--- config.mk ---
export PLATFORM = sky130hd
export DESIGN_NAME = tmr_node_sequencer
export DESIGN_NICKNAME = d
export VERILOG_FILES = /design/src/rtl/tmr_seq_pkg.sv /design/src/rtl/tmr_sync_barrier.sv /design/src/rtl/tmr_frame_rx.sv /design/src/rtl/tmr_block_timer.sv /design/src/rtl/tmr_node_sequencer.sv
export SDC_FILE = /design/constraint.sdc
export NUM_CORES = 1
export LEC_CHECK = 0
export ABC_AREA = 1
export BUFFER_PORTS_ARGS = -buffer_cell sky130_fd_sc_hd__buf_2
export CORE_UTILIZATION = 48
export DETAILED_ROUTE_END_ITERATION = 6
export PLACE_DENSITY = 0.7
export SYNTH_ARGS = -nofsm -noshare
export SYNTH_HDL_FRONTEND = slang
export SYNTH_SLANG_ARGS = --single-unit
export TNS_END_PERCENT = 5
--- constraint.sdc ---
create_clock -name clk -period 3 [get_ports clk]
set_clock_uncertainty 0.2 [all_clocks]
set_input_delay 0.3 -clock clk [delete_from_list [all_inputs] [get_ports clk]]
set_output_delay 0.3 -clock clk [all_outputs]
set_load 0.01 [all_outputs]
--- src/rtl/tmr_seq_pkg.sv ---
package tmr_seq_pkg;
  typedef enum logic [2:0] {
    ST_IDLE,
    ST_BARRIER,
    ST_START,
    ST_COMPUTE,
    ST_CHK_STAMP,
    ST_CHK_VAL,
    ST_CHK_WAIT,
    ST_FILL
  } seq_state_e;
endpackage

--- src/rtl/tmr_sync_barrier.sv ---
module tmr_sync_barrier #(
  parameter int unsigned           DW     = 8,
  parameter int unsigned           NPEER  = 2,
  parameter logic [DW-1:0]         TOKEN  = 8'hA5
) (
  input  logic                       clk,
  input  logic                       rst_n,
  input  logic                       en,
  input  logic [NPEER-1:0]           rx_valid,
  input  logic [NPEER-1:0][DW-1:0]   rx_data,
  output logic                       all_seen
);
  logic [NPEER-1:0] got_q;
  logic [NPEER-1:0] hit;

  for (genvar p = 0; p < NPEER; p++) begin : g_peer
    assign hit[p] = rx_valid[p] && (rx_data[p] == TOKEN);

    always_ff @(posedge clk or negedge rst_n) begin
      if (!rst_n) begin
        got_q[p] <= 1'b0;
      end else if (!en) begin
        got_q[p] <= 1'b0;
      end else if (hit[p]) begin
        got_q[p] <= 1'b1;
      end
    end
  end

  assign all_seen = en && (&(got_q | hit));
endmodule

--- src/rtl/tmr_frame_rx.sv ---
module tmr_frame_rx #(
  parameter int unsigned DW = 8
) (
  input  logic          clk,
  input  logic          rst_n,
  input  logic          clr,
  input  logic          en,
  input  logic          rx_valid,
  input  logic [DW-1:0] rx_data,
  input  logic [DW-1:0] local_stamp,
  output logic          done,
  output logic          stamp_ok,
  output logic [DW-1:0] value
);
  logic          have_stamp_q;
  logic          done_q;
  logic [DW-1:0] stamp_q;
  logic [DW-1:0] value_q;
  logic          take;

  assign take = en && rx_valid && !done_q;

  always_ff @(posedge clk or negedge rst_n) begin
    if (!rst_n) begin
      have_stamp_q <= 1'b0;
      done_q       <= 1'b0;
    end else if (clr) begin
      have_stamp_q <= 1'b0;
      done_q       <= 1'b0;
    end else if (take) begin
      have_stamp_q <= 1'b1;
      done_q       <= have_stamp_q;
    end
  end

  always_ff @(posedge clk or negedge rst_n) begin
    if (!rst_n) begin
      stamp_q <= '0;
      value_q <= '0;
    end else begin
      if (take && !have_stamp_q) stamp_q <= rx_data;
      if (take &&  have_stamp_q) value_q <= rx_data;
    end
  end

  assign done     = done_q;
  assign stamp_ok = done_q && (stamp_q == local_stamp);
  assign value    = value_q;
endmodule

--- src/rtl/tmr_block_timer.sv ---
module tmr_block_timer #(
  parameter int unsigned CW = 16
) (
  input  logic          clk,
  input  logic          rst_n,
  input  logic [CW-1:0] period,
  input  logic [CW-1:0] timeout,
  input  logic          blk_begin,
  input  logic          in_block,
  input  logic          in_check,
  output logic          period_end,
  output logic          chk_timeout
);
  logic [CW-1:0] pcnt_q;
  logic [CW-1:0] ccnt_q;

  always_ff @(posedge clk or negedge rst_n) begin
    if (!rst_n) begin
      pcnt_q <= '0;
    end else if (blk_begin) begin
      pcnt_q <= CW'(1);
    end else if (in_block) begin
      pcnt_q <= pcnt_q + CW'(1);
    end
  end

  always_ff @(posedge clk or negedge rst_n) begin
    if (!rst_n) begin
      ccnt_q <= '0;
    end else if (!in_check) begin
      ccnt_q <= '0;
    end else if (ccnt_q != '1) begin
      ccnt_q <= ccnt_q + CW'(1);
    end
  end

  assign period_end  = in_block && (pcnt_q == period - CW'(1));
  assign chk_timeout = in_check && (ccnt_q >= timeout);
endmodule

--- src/rtl/tmr_node_sequencer.sv ---
module tmr_node_sequencer #(
  parameter int unsigned   DW         = 8,
  parameter int unsigned   CW         = 16,
  parameter logic [DW-1:0] SYNC_TOKEN = 8'hA5
) (
  input  logic          clk,
  input  logic          rst_n,
  input  logic [CW-1:0] cfg_period,
  input  logic [CW-1:0] cfg_timeout,
  input  logic          start,
  input  logic          rxa_valid,
  input  logic [DW-1:0] rxa_data,
  input  logic          rxb_valid,
  input  logic [DW-1:0] rxb_data,
  input  logic [DW-1:0] local_result,
  input  logic          compute_done,
  output logic          tx_valid,
  output logic [DW-1:0] tx_data,
  output logic          synced,
  output logic          blk_start,
  output logic [DW-1:0] blk_stamp,
  output logic          overrun,
  output logic          vote_valid,
  output logic [DW-1:0] vote_local,
  output logic [DW-1:0] vote_a,
  output logic [DW-1:0] vote_b,
  output logic          vote_a_ok,
  output logic          vote_b_ok,
  output logic          peer_a_absent,
  output logic          peer_b_absent
);
  import tmr_seq_pkg::*;

  localparam int unsigned NPEER = 2;

  seq_state_e state_q, state_d;

  logic [CW-1:0] period_q;
  logic [CW-1:0] timeout_q;
  logic [DW-1:0] stamp_q;
  logic [DW-1:0] result_q;
  logic          overrun_q;
  logic          vote_q;
  logic [NPEER-1:0] ok_q;
  logic [NPEER-1:0] absent_q;

  logic cfg_load, in_barrier, in_block, in_check, blk_begin;
  logic period_end, chk_timeout, all_seen, vote_fire, rx_clr;

  logic [NPEER-1:0]         rx_valid;
  logic [NPEER-1:0][DW-1:0] rx_data;
  logic [NPEER-1:0]         rx_done;
  logic [NPEER-1:0]         rx_ok;
  logic [NPEER-1:0][DW-1:0] rx_value;

  assign rx_valid = {rxb_valid, rxa_valid};
  assign rx_data  = {rxb_data,  rxa_data};

  assign cfg_load   = (state_q == ST_IDLE);
  assign in_barrier = (state_q == ST_BARRIER);
  assign blk_begin  = (state_q == ST_START);
  assign in_check   = (state_q == ST_CHK_STAMP) || (state_q == ST_CHK_VAL) ||
                      (state_q == ST_CHK_WAIT);
  assign in_block   = in_check || (state_q == ST_COMPUTE) || (state_q == ST_FILL);
  assign rx_clr     = !in_block;
  assign vote_fire  = (state_q == ST_CHK_WAIT) && !period_end &&
                      ((&rx_done) || chk_timeout);

  tmr_sync_barrier #(
    .DW(DW), .NPEER(NPEER), .TOKEN(SYNC_TOKEN)
  ) u_barrier (
    .clk(clk), .rst_n(rst_n), .en(in_barrier),
    .rx_valid(rx_valid), .rx_data(rx_data), .all_seen(all_seen)
  );

  tmr_block_timer #(.CW(CW)) u_timer (
    .clk(clk), .rst_n(rst_n), .period(period_q), .timeout(timeout_q),
    .blk_begin(blk_begin), .in_block(in_block), .in_check(in_check),
    .period_end(period_end), .chk_timeout(chk_timeout)
  );

  for (genvar p = 0; p < NPEER; p++) begin : g_rx
    tmr_frame_rx #(.DW(DW)) u_rx (
      .clk(clk), .rst_n(rst_n), .clr(rx_clr), .en(in_check),
      .rx_valid(rx_valid[p]), .rx_data(rx_data[p]), .local_stamp(stamp_q),
      .done(rx_done[p]), .stamp_ok(rx_ok[p]), .value(rx_value[p])
    );
  end

  // next-state logic
  always_comb begin
    state_d = state_q;
    if (period_end) begin
      state_d = ST_START;
    end else begin
      unique case (state_q)
        ST_IDLE:      if (start) state_d = ST_BARRIER;
        ST_BARRIER:   if (all_seen) state_d = ST_START;
        ST_START:     state_d = ST_COMPUTE;
        ST_COMPUTE:   if (compute_done) state_d = ST_CHK_STAMP;
        ST_CHK_STAMP: state_d = ST_CHK_VAL;
        ST_CHK_VAL:   state_d = ST_CHK_WAIT;
        ST_CHK_WAIT:  if (vote_fire) state_d = ST_FILL;
        ST_FILL:      state_d = ST_FILL;
        default:      state_d = ST_IDLE;
      endcase
    end
  end

  always_ff @(posedge clk or negedge rst_n) begin
    if (!rst_n) state_q <= ST_IDLE;
    else        state_q <= state_d;
  end

  // configuration, sampled only while idle
  always_ff @(posedge clk or negedge rst_n) begin
    if (!rst_n) begin
      period_q  <= '0;
      timeout_q <= '0;
    end else if (cfg_load) begin
      period_q  <= cfg_period;
      timeout_q <= cfg_timeout;
    end
  end

  // block stamp
  always_ff @(posedge clk or negedge rst_n) begin
    if (!rst_n) begin
      stamp_q <= '0;
    end else if (cfg_load) begin
      stamp_q <= '0;
    end else if (period_end) begin
      stamp_q <= stamp_q + DW'(1);
    end
  end

  // local result capture
  always_ff @(posedge clk or negedge rst_n) begin
    if (!rst_n) begin
      result_q <= '0;
    end else if ((state_q == ST_COMPUTE) && compute_done && !period_end) begin
      result_q <= local_result;
    end
  end

  // overrun flag, refreshed at every period end
  always_ff @(posedge clk or negedge rst_n) begin
    if (!rst_n) begin
      overrun_q <= 1'b0;
    end else if (period_end) begin
      overrun_q <= (state_q != ST_FILL);
    end
  end

  // vote strobe and per-peer verdicts
  always_ff @(posedge clk or negedge rst_n) begin
    if (!rst_n) begin
      vote_q   <= 1'b0;
      ok_q     <= '0;
      absent_q <= '0;
    end else begin
      vote_q <= vote_fire;
      if (vote_fire) begin
        ok_q     <= rx_ok;
        absent_q <= ~rx_done;
      end
    end
  end

  always_comb begin
    tx_valid = 1'b0;
    tx_data  = '0;
    unique case (state_q)
      ST_BARRIER:   begin tx_valid = 1'b1; tx_data = SYNC_TOKEN; end
      ST_CHK_STAMP: begin tx_valid = 1'b1; tx_data = stamp_q;    end
      ST_CHK_VAL:   begin tx_valid = 1'b1; tx_data = result_q;   end
      default:      ;
    endcase
  end

  assign synced        = !cfg_load && !in_barrier;
  assign blk_start     = blk_begin;
  assign blk_stamp     = stamp_q;
  assign overrun       = overrun_q;
  assign vote_valid    = vote_q;
  assign vote_local    = result_q;
  assign vote_a        = rx_value[0];
  assign vote_b        = rx_value[1];
  assign vote_a_ok     = ok_q[0];
  assign vote_b_ok     = ok_q[1];
  assign peer_a_absent = absent_q[0];
  assign peer_b_absent = absent_q[1];
endmodule

==> out/results.tsv, run 1 <==
stage	metric	value	unit
run_status	status	completed	
timing	worstMarginPinSlew	0.649	ns
power_and_ir_drop	ir_drop	0.433	mV
grt	overflow	0	
timing	setup_tns	0	ns
placement	gp_congestion	0.866	
synth	ys_seq_elements	127	
timing	setup_violations	0	
final_layout	instances_no_fill	1209	
timing	relSlewSlack	0.567	
timing	period_share	0.888	
timing	rsz0062_at_grt	no	
synth	post_synth_num_cell_types	41	
route	wirelength	16600	um
placement	portBuffers	110	
hold_path	worst_hold_path.endpoint	g_rx[1].u_rx.have_stamp_q$_DFFE_PN0P_	
final_layout	layout_common_cells	nand2_1, dfrtp_1, inv_1, buf_2, o21ai_0	
final_layout	stdcell_area	0.00869	sq mm
synth	syn_area_per_cell	7.98	sq um
cts	clockBufferDepth	2	
final_layout	diodes	0	
run	cap_viol_max_count	0	
final_layout	multi_input_area	0.00303	sq mm
timing	clock.fmax	0.376	GHz
cts	clock_latency	0.42	ns
final_layout	nNetsFinal	1102	
synth	syn_inst	845	
critical_path	cp.required	3.13	ns
grt	grt_pass1_wl	27300	um
synth	syn-cell-area	0.00674	sq mm
hold_path	hp-class	in2reg	
floorplan	pin_count	111	
hold_path	whs_path_depth	5	
power_and_ir_drop	power.density	557	mW/mm^2
synth	ys_seq_area_frac	0.471	
cts	clk_pin_slew	0.06	ns
grt	track_usage	0.242	
route	first_iter_violations	382	
critical_path	rr_startpoint	period_q[0]$_DFFE_PN0N_	
final_layout	drive_above_1_share	0.167	
synth	synth_edf_count	0	
floorplan	dieArea	0.0145	sq mm
synth	synth_nets	927	
final_layout	finalCoreUtilization	0.646	
cts	clkSinkCount	127	
floorplan	placementRows	42	
final_layout	fillers	1183	
critical_path	critPathMaxFanout	14	
final_layout	synthToLayoutAreaGrowth	28.8	%
route	wl_per_cell	13.8	um
critical_path	crit_type	reg2reg	
route	vias	6132	
placement	numPlacedInstances	1119	
critical_path	crit_start	period_q[0]$_DFFE_PN0N_	
power_and_ir_drop	power_leakage	4.42	nW
critical_path	start_kind	flop	
floorplan	fp.dieW	121	um
cts	root_buffer	clkbuf_16	
cts	cts_resized	0	
route	via_per_inst	5.07	
route	drc	0	
synth	synth-main-ff-cell	dfrtp_1	
critical_path	arrival	2.79	ns
cts	ctsHtreeMaxLevel	4	
cts	cts_tree	yes	
critical_path	worstSetupEndpointType	flop	
floorplan	initial_core_util	0.501	
grt	grt_max_degree	60	
grt	grt_pass1_vias	5721	
synth	async_reset_ff_frac	1.00	
timing	hold_viol	0	
critical_path	reg2reg_slack	0.34	ns
timing	fin_hold_ws	0.0883	ns
critical_path	r2r_end	blk_stamp[5]$_DFFE_PN0P_	
critical_path	rr_worst_depth	12	
route	dr.pass1.iters	5	
hold_path	worstHoldStart	rxb_valid	
route	drt.antenna.violating_nets	0	
placement	dp_hpwl	11700	um
timing	slew_viol_final	0	
floorplan	die_h	121	um
timing	period_needed	2.66	ns
final_layout	seq_area	0.00318	sq mm
final_layout	final_common_cell	nand2_1	
grt	antenna_found_initial	0	
synth	yosys_warnings	0	
floorplan	coreArea	0.0135	sq mm
placement	place_area	0.00750	sq mm
cts	cts_made_buffers	17	
==> critical path: stages (launching register included) <==
cell	delay [ns]
dfrtp_1	0.41
inv_1	0.10
ha_1	0.30
nand2_2	0.11
nor2_1	0.15
nand2_1	0.10
xor2_1	0.17
nand2_1	0.08
nor2_2	0.12
nand3_2	0.27
nand2_2	0.32
nand3_1	0.12
o21ai_0	0.12
==> sequential cells by signal, summed over array words and instances (netlist names), 3 cells and up <==
| register | cells |
|---|---|
| timeout_q | 16 |
| u_timer.pcnt_q | 16 |
| state_q | 3 |
| g_rx.u_rx.value | 16 |
| period_q | 16 |
| u_timer.ccnt_q | 16 |
| vote_local | 8 |
| blk_stamp | 8 |
| g_rx.u_rx.stamp_q | 16 |
==> stage by stage <==
step	setup WS (ns)	power [W]
floorplan	0.843	0.00242
global placement	0.494	0.00270
detailed placement	0.429	0.00271
CTS	0.319	0.00487
global route	0.114	0.00507
finish	0.337	0.00483
==> cell usage after synthesis (4+ instances only) <==
cell type	count	area share
o22ai_1	6	0.0056
nand4_1	11	0.010
o21ai_0	95	0.071
clkbuf_1	12	0.0067
nor3_2	4	0.0059
a21oi_1	51	0.038
buf_2	4	0.0030
nor4_1	5	0.0046
nor3_1	12	0.0089
inv_1	117	0.065
dfrtp_1	127	0.47
xor2_1	17	0.022
nor2_1	80	0.045
nand3_2	4	0.0059
nand3b_1	5	0.0056
nand3_1	43	0.032
ha_1	20	0.037
mux2_2	10	0.017
xnor2_1	5	0.0065
nand2_1	186	0.10
==> worst max path at each step <==
stage,endpoint,cells past startpoint
3_5_place_dp,blk_stamp[5]$_DFFE_PN0P_,12
6_report,blk_stamp[5]$_DFFE_PN0P_,12
3_3_place_gp,blk_stamp[6]$_DFFE_PN0P_,12
4_1_cts,blk_stamp[5]$_DFFE_PN0P_,12
5_1_grt,blk_stamp[5]$_DFFE_PN0P_,12
2_1_floorplan,state_q[1]$_DFFE_PN0P_,14
==> report_power, final <==
part	total (W)	internal (W)	switching, W
Clock	0.00209	0.00135	0.000739
Sequential	0.00198	0.00185	0.000129
Combinational	0.000764	0.000320	0.000445
==> logic make-up after synthesis <==
kind of cell / share of synthesized area
XOR/XNOR: 0.0319
buffers and inverters: 0.0792
multiplexers: 0.0167
adder cells (fa/ha/maj): 0.0371
flip-flops: 0.471
AND/OR/NAND/NOR: 0.231
AO/OA/AOI/OAI: 0.132
==> per-layer routing <==
metal	vias to the layer above	part of all wire	GRT usage
met5	-	0	0
li1	3103	-	-
met4	0	0.010	0.0725
met2	180	0.47	0.390
met3	12	0.058	0.0585
met1	2837	0.46	0.324
==> area by class of cell <==
type                       instances  share of cell area
clock buffer                      23              0.0539
timing repair buffer             175               0.139
tap                              176              0.0253
inverter                         118              0.0510
clock inverter                     9              0.0154
multi-input combinational        581               0.349
sequential                       127               0.366
==> timing repair <==
item	in CTS	in global routing
hold buffers	58	0
endpoints found under the hold margin	115	0
setup buffers	0	0
setup endpoints to repair	0	0
No activity file was read; power rests on OpenSTA's default activity.
==> run 2: changes to the inputs <==
--- a/config.mk
+++ b/config.mk
@@ -7,9 +7,12 @@
 export LEC_CHECK = 0
 export ABC_AREA = 1
 export BUFFER_PORTS_ARGS = -buffer_cell sky130_fd_sc_hd__buf_2
+export CORE_MARGIN = 2
 export CORE_UTILIZATION = 48
+export CTS_CLUSTER_SIZE = 12
 export DETAILED_ROUTE_END_ITERATION = 6
 export PLACE_DENSITY = 0.7
+export RECOVER_POWER = 50
 export SYNTH_ARGS = -nofsm -noshare
 export SYNTH_HDL_FRONTEND = slang
 export SYNTH_SLANG_ARGS = --single-unit
==> out/results.tsv, run 2 (synthesis gave the netlist of run 1 again) <==
stage	metric	value	unit	change
hold_path	hp-class	in2reg		unchanged
final_layout	drive_above_1_share	0.147		was 0.167
placement	place_ws	0.387	ns	was 0.429 ns
run_status	status	completed		unchanged
final_layout	instances_no_fill	1213		was 1209
grt	grt_pass1_vias	5843		was 5721
placement	gp_congestion	0.864		was 0.866
cts	cts_resized	0		unchanged
timing	rsz0062_at_grt	no		unchanged
critical_path	cp.required	3.13	ns	about the same
timing	period_needed	2.62	ns	was 2.66 ns
route	wl_per_cell	13.7	um	was 13.8 um
placement	dp_hpwl	11800	um	was 11700 um
critical_path	start_kind	flop		unchanged
cts	clk_pin_slew	0.06	ns	about the same
route	wirelength	16600	um	about the same
critical_path	critPathMaxFanout	14		unchanged
power_and_ir_drop	ir_drop	0.480	mV	was 0.433 mV
route	drt.antenna.violating_nets	0		unchanged
timing	worstMarginPinSlew	1.11	ns	was 0.649 ns
grt	antenna_found_initial	0		unchanged
route	dr.pass1.iters	4		was 5
route	via_per_inst	5.01		was 5.07
grt	grt_max_degree	46		was 60
timing	setup_tns	0	ns	unchanged
cts	root_buffer	clkbuf_16		unchanged
critical_path	crit_type	reg2reg		unchanged
timing	period_share	0.875		was 0.888
final_layout	final_common_cell	nand2_1		unchanged
floorplan	fp.dieW	123	um	was 121 um
route	first_iter_violations	384		was 382
cts	clock_latency	0.41	ns	was 0.42 ns
final_layout	stdcell_area	0.00863	sq mm	was 0.00869 sq mm
grt	overflow	0		unchanged
final_layout	synthToLayoutAreaGrowth	28.0	%	was 28.8%
floorplan	initial_core_util	0.488		was 0.501
cts	cts_made_buffers	17		unchanged
timing	relSlewSlack	0.262		was 0.567
floorplan	dieArea	0.0150	sq mm	was 0.0145 sq mm
floorplan	coreArea	0.0138	sq mm	was 0.0135 sq mm
placement	place_area	0.00751	sq mm	was 0.00750 sq mm
timing	hold_viol	0		unchanged
cts	clockBufferDepth	2		unchanged
timing	fin_hold_ws	0.0985	ns	was 0.0883 ns
critical_path	arrival	2.75	ns	was 2.79 ns
run	cap_viol_max_count	0		unchanged
timing	slew_viol_final	0		unchanged
route	vias	6080		was 6132
final_layout	layout_common_cells	nand2_1, dfrtp_1, inv_1, o21ai_0, buf_2		was nand2_1, dfrtp_1, inv_1, buf_2, o21ai_0
critical_path	worstSetupEndpointType	flop		unchanged
floorplan	pin_count	111		unchanged
grt	track_usage	0.232		was 0.242
timing	setup_slack	0.375	ns	was 0.337 ns
final_layout	fillers	1213		was 1183
cts	ctsHtreeMaxLevel	4		unchanged
cts	clkSinkCount	127		unchanged
final_layout	nNetsFinal	1102		unchanged
floorplan	placementRows	43		was 42
cts	postCtsSetupBuffers	0		unchanged
cts	cts_tree	yes		unchanged
placement	numPlacedInstances	1123		was 1119
route	drc	0		unchanged
timing	clock.fmax	0.381	GHz	was 0.376 GHz
placement	portBuffers	110		unchanged
final_layout	diodes	0		unchanged
floorplan	die_h	123	um	was 121 um
grt	grt_pass1_wl	27100	um	was 27300 um
timing	setup_violations	0		unchanged
power_and_ir_drop	power_leakage	4.31	nW	was 4.42 nW
power_and_ir_drop	power.density	554	mW/mm^2	was 557 mW/mm^2
## run 2: path summary, 6_finish.rpt
path / depth (start not counted) / to / slack, ns / startpoint
worst min register to register: 1 / u_timer.pcnt_q[15]$_DFFE_PN0P_ / 0.28 / u_timer.pcnt_q[15]$_DFFE_PN0P_
worst max-delay path: 12 / blk_stamp[0]$_DFFE_PN0P_ / 0.38 / period_q[0]$_DFFE_PN0N_
worst max register to register: 12 / blk_stamp[0]$_DFFE_PN0P_ / 0.38 / period_q[0]$_DFFE_PN0N_
min in group asynchronous: 2 / g_rx[1].u_rx.value[7]$_DFFE_PN0P_ / 0.41 / rst_n
worst min-delay path: 5 / g_rx[1].u_rx.have_stamp_q$_DFFE_PN0P_ / 0.1 / rxb_valid
max in group asynchronous: 3 / period_q[10]$_DFFE_PN0N_ / 0.50 / rst_n
## run 2: layer usage
metal	part of all wire	vias up	track usage	wire (um)
li1	-	3109	-	-
met1	0.47	2794	0.304	7830
met2	0.47	153	0.379	7800
met3	0.042	24	0.0520	707
met4	0.019	0	0.0826	311
met5	0	-	0	0
## run 2: final cells by class
class	instances	area (sq um)	share of cell area
timing repair buffer	175	1150	0.133
sequential	127	3180	0.368
inverter	118	443	0.0513
clock inverter	12	134	0.0155
tap	180	225	0.0261
clock buffer	20	467	0.0541
multi-input combinational	581	3030	0.352
## run 2: per-stage QoR
step | total power [W] | utilization
3_3_place_gp | 0.00268 | 0.543
3_5_place_dp | 0.00270 | 0.543
5_1_grt | 0.00501 | 0.624
4_1_cts | 0.00483 | 0.629
2_1_floorplan | 0.00242 | -
6_report | 0.00478 | 0.624
## run 2: repair_timing
action,in CTS,in global routing
endpoints found under the hold margin,112,0
hold buffers,58,0
setup endpoints to repair,0,0
## run 2: worst max-delay path, stage by stage, from the launching register on
cell and delay [ns]:
dfrtp_1 0.42, inv_1 0.11, ha_1 0.29, nand2_2 0.11
nor2_2 0.17, nand2_1 0.09, xor2_1 0.14, nand2_1 0.08
nor2_2 0.12, nand3_2 0.28, nand2_2 0.32, nand3_1 0.11
o21ai_0 0.11
## run 2: where the power goes
group	internal [W]	total [W]	leakage, nW	switching (W)
registers	0.00185	0.00198	1.64	0.000133
logic	0.000290	0.000731	2.38	0.000441
clock network	0.00129	0.00206	0.293	0.000772
total	0.00343	0.00478	4.31	0.00135
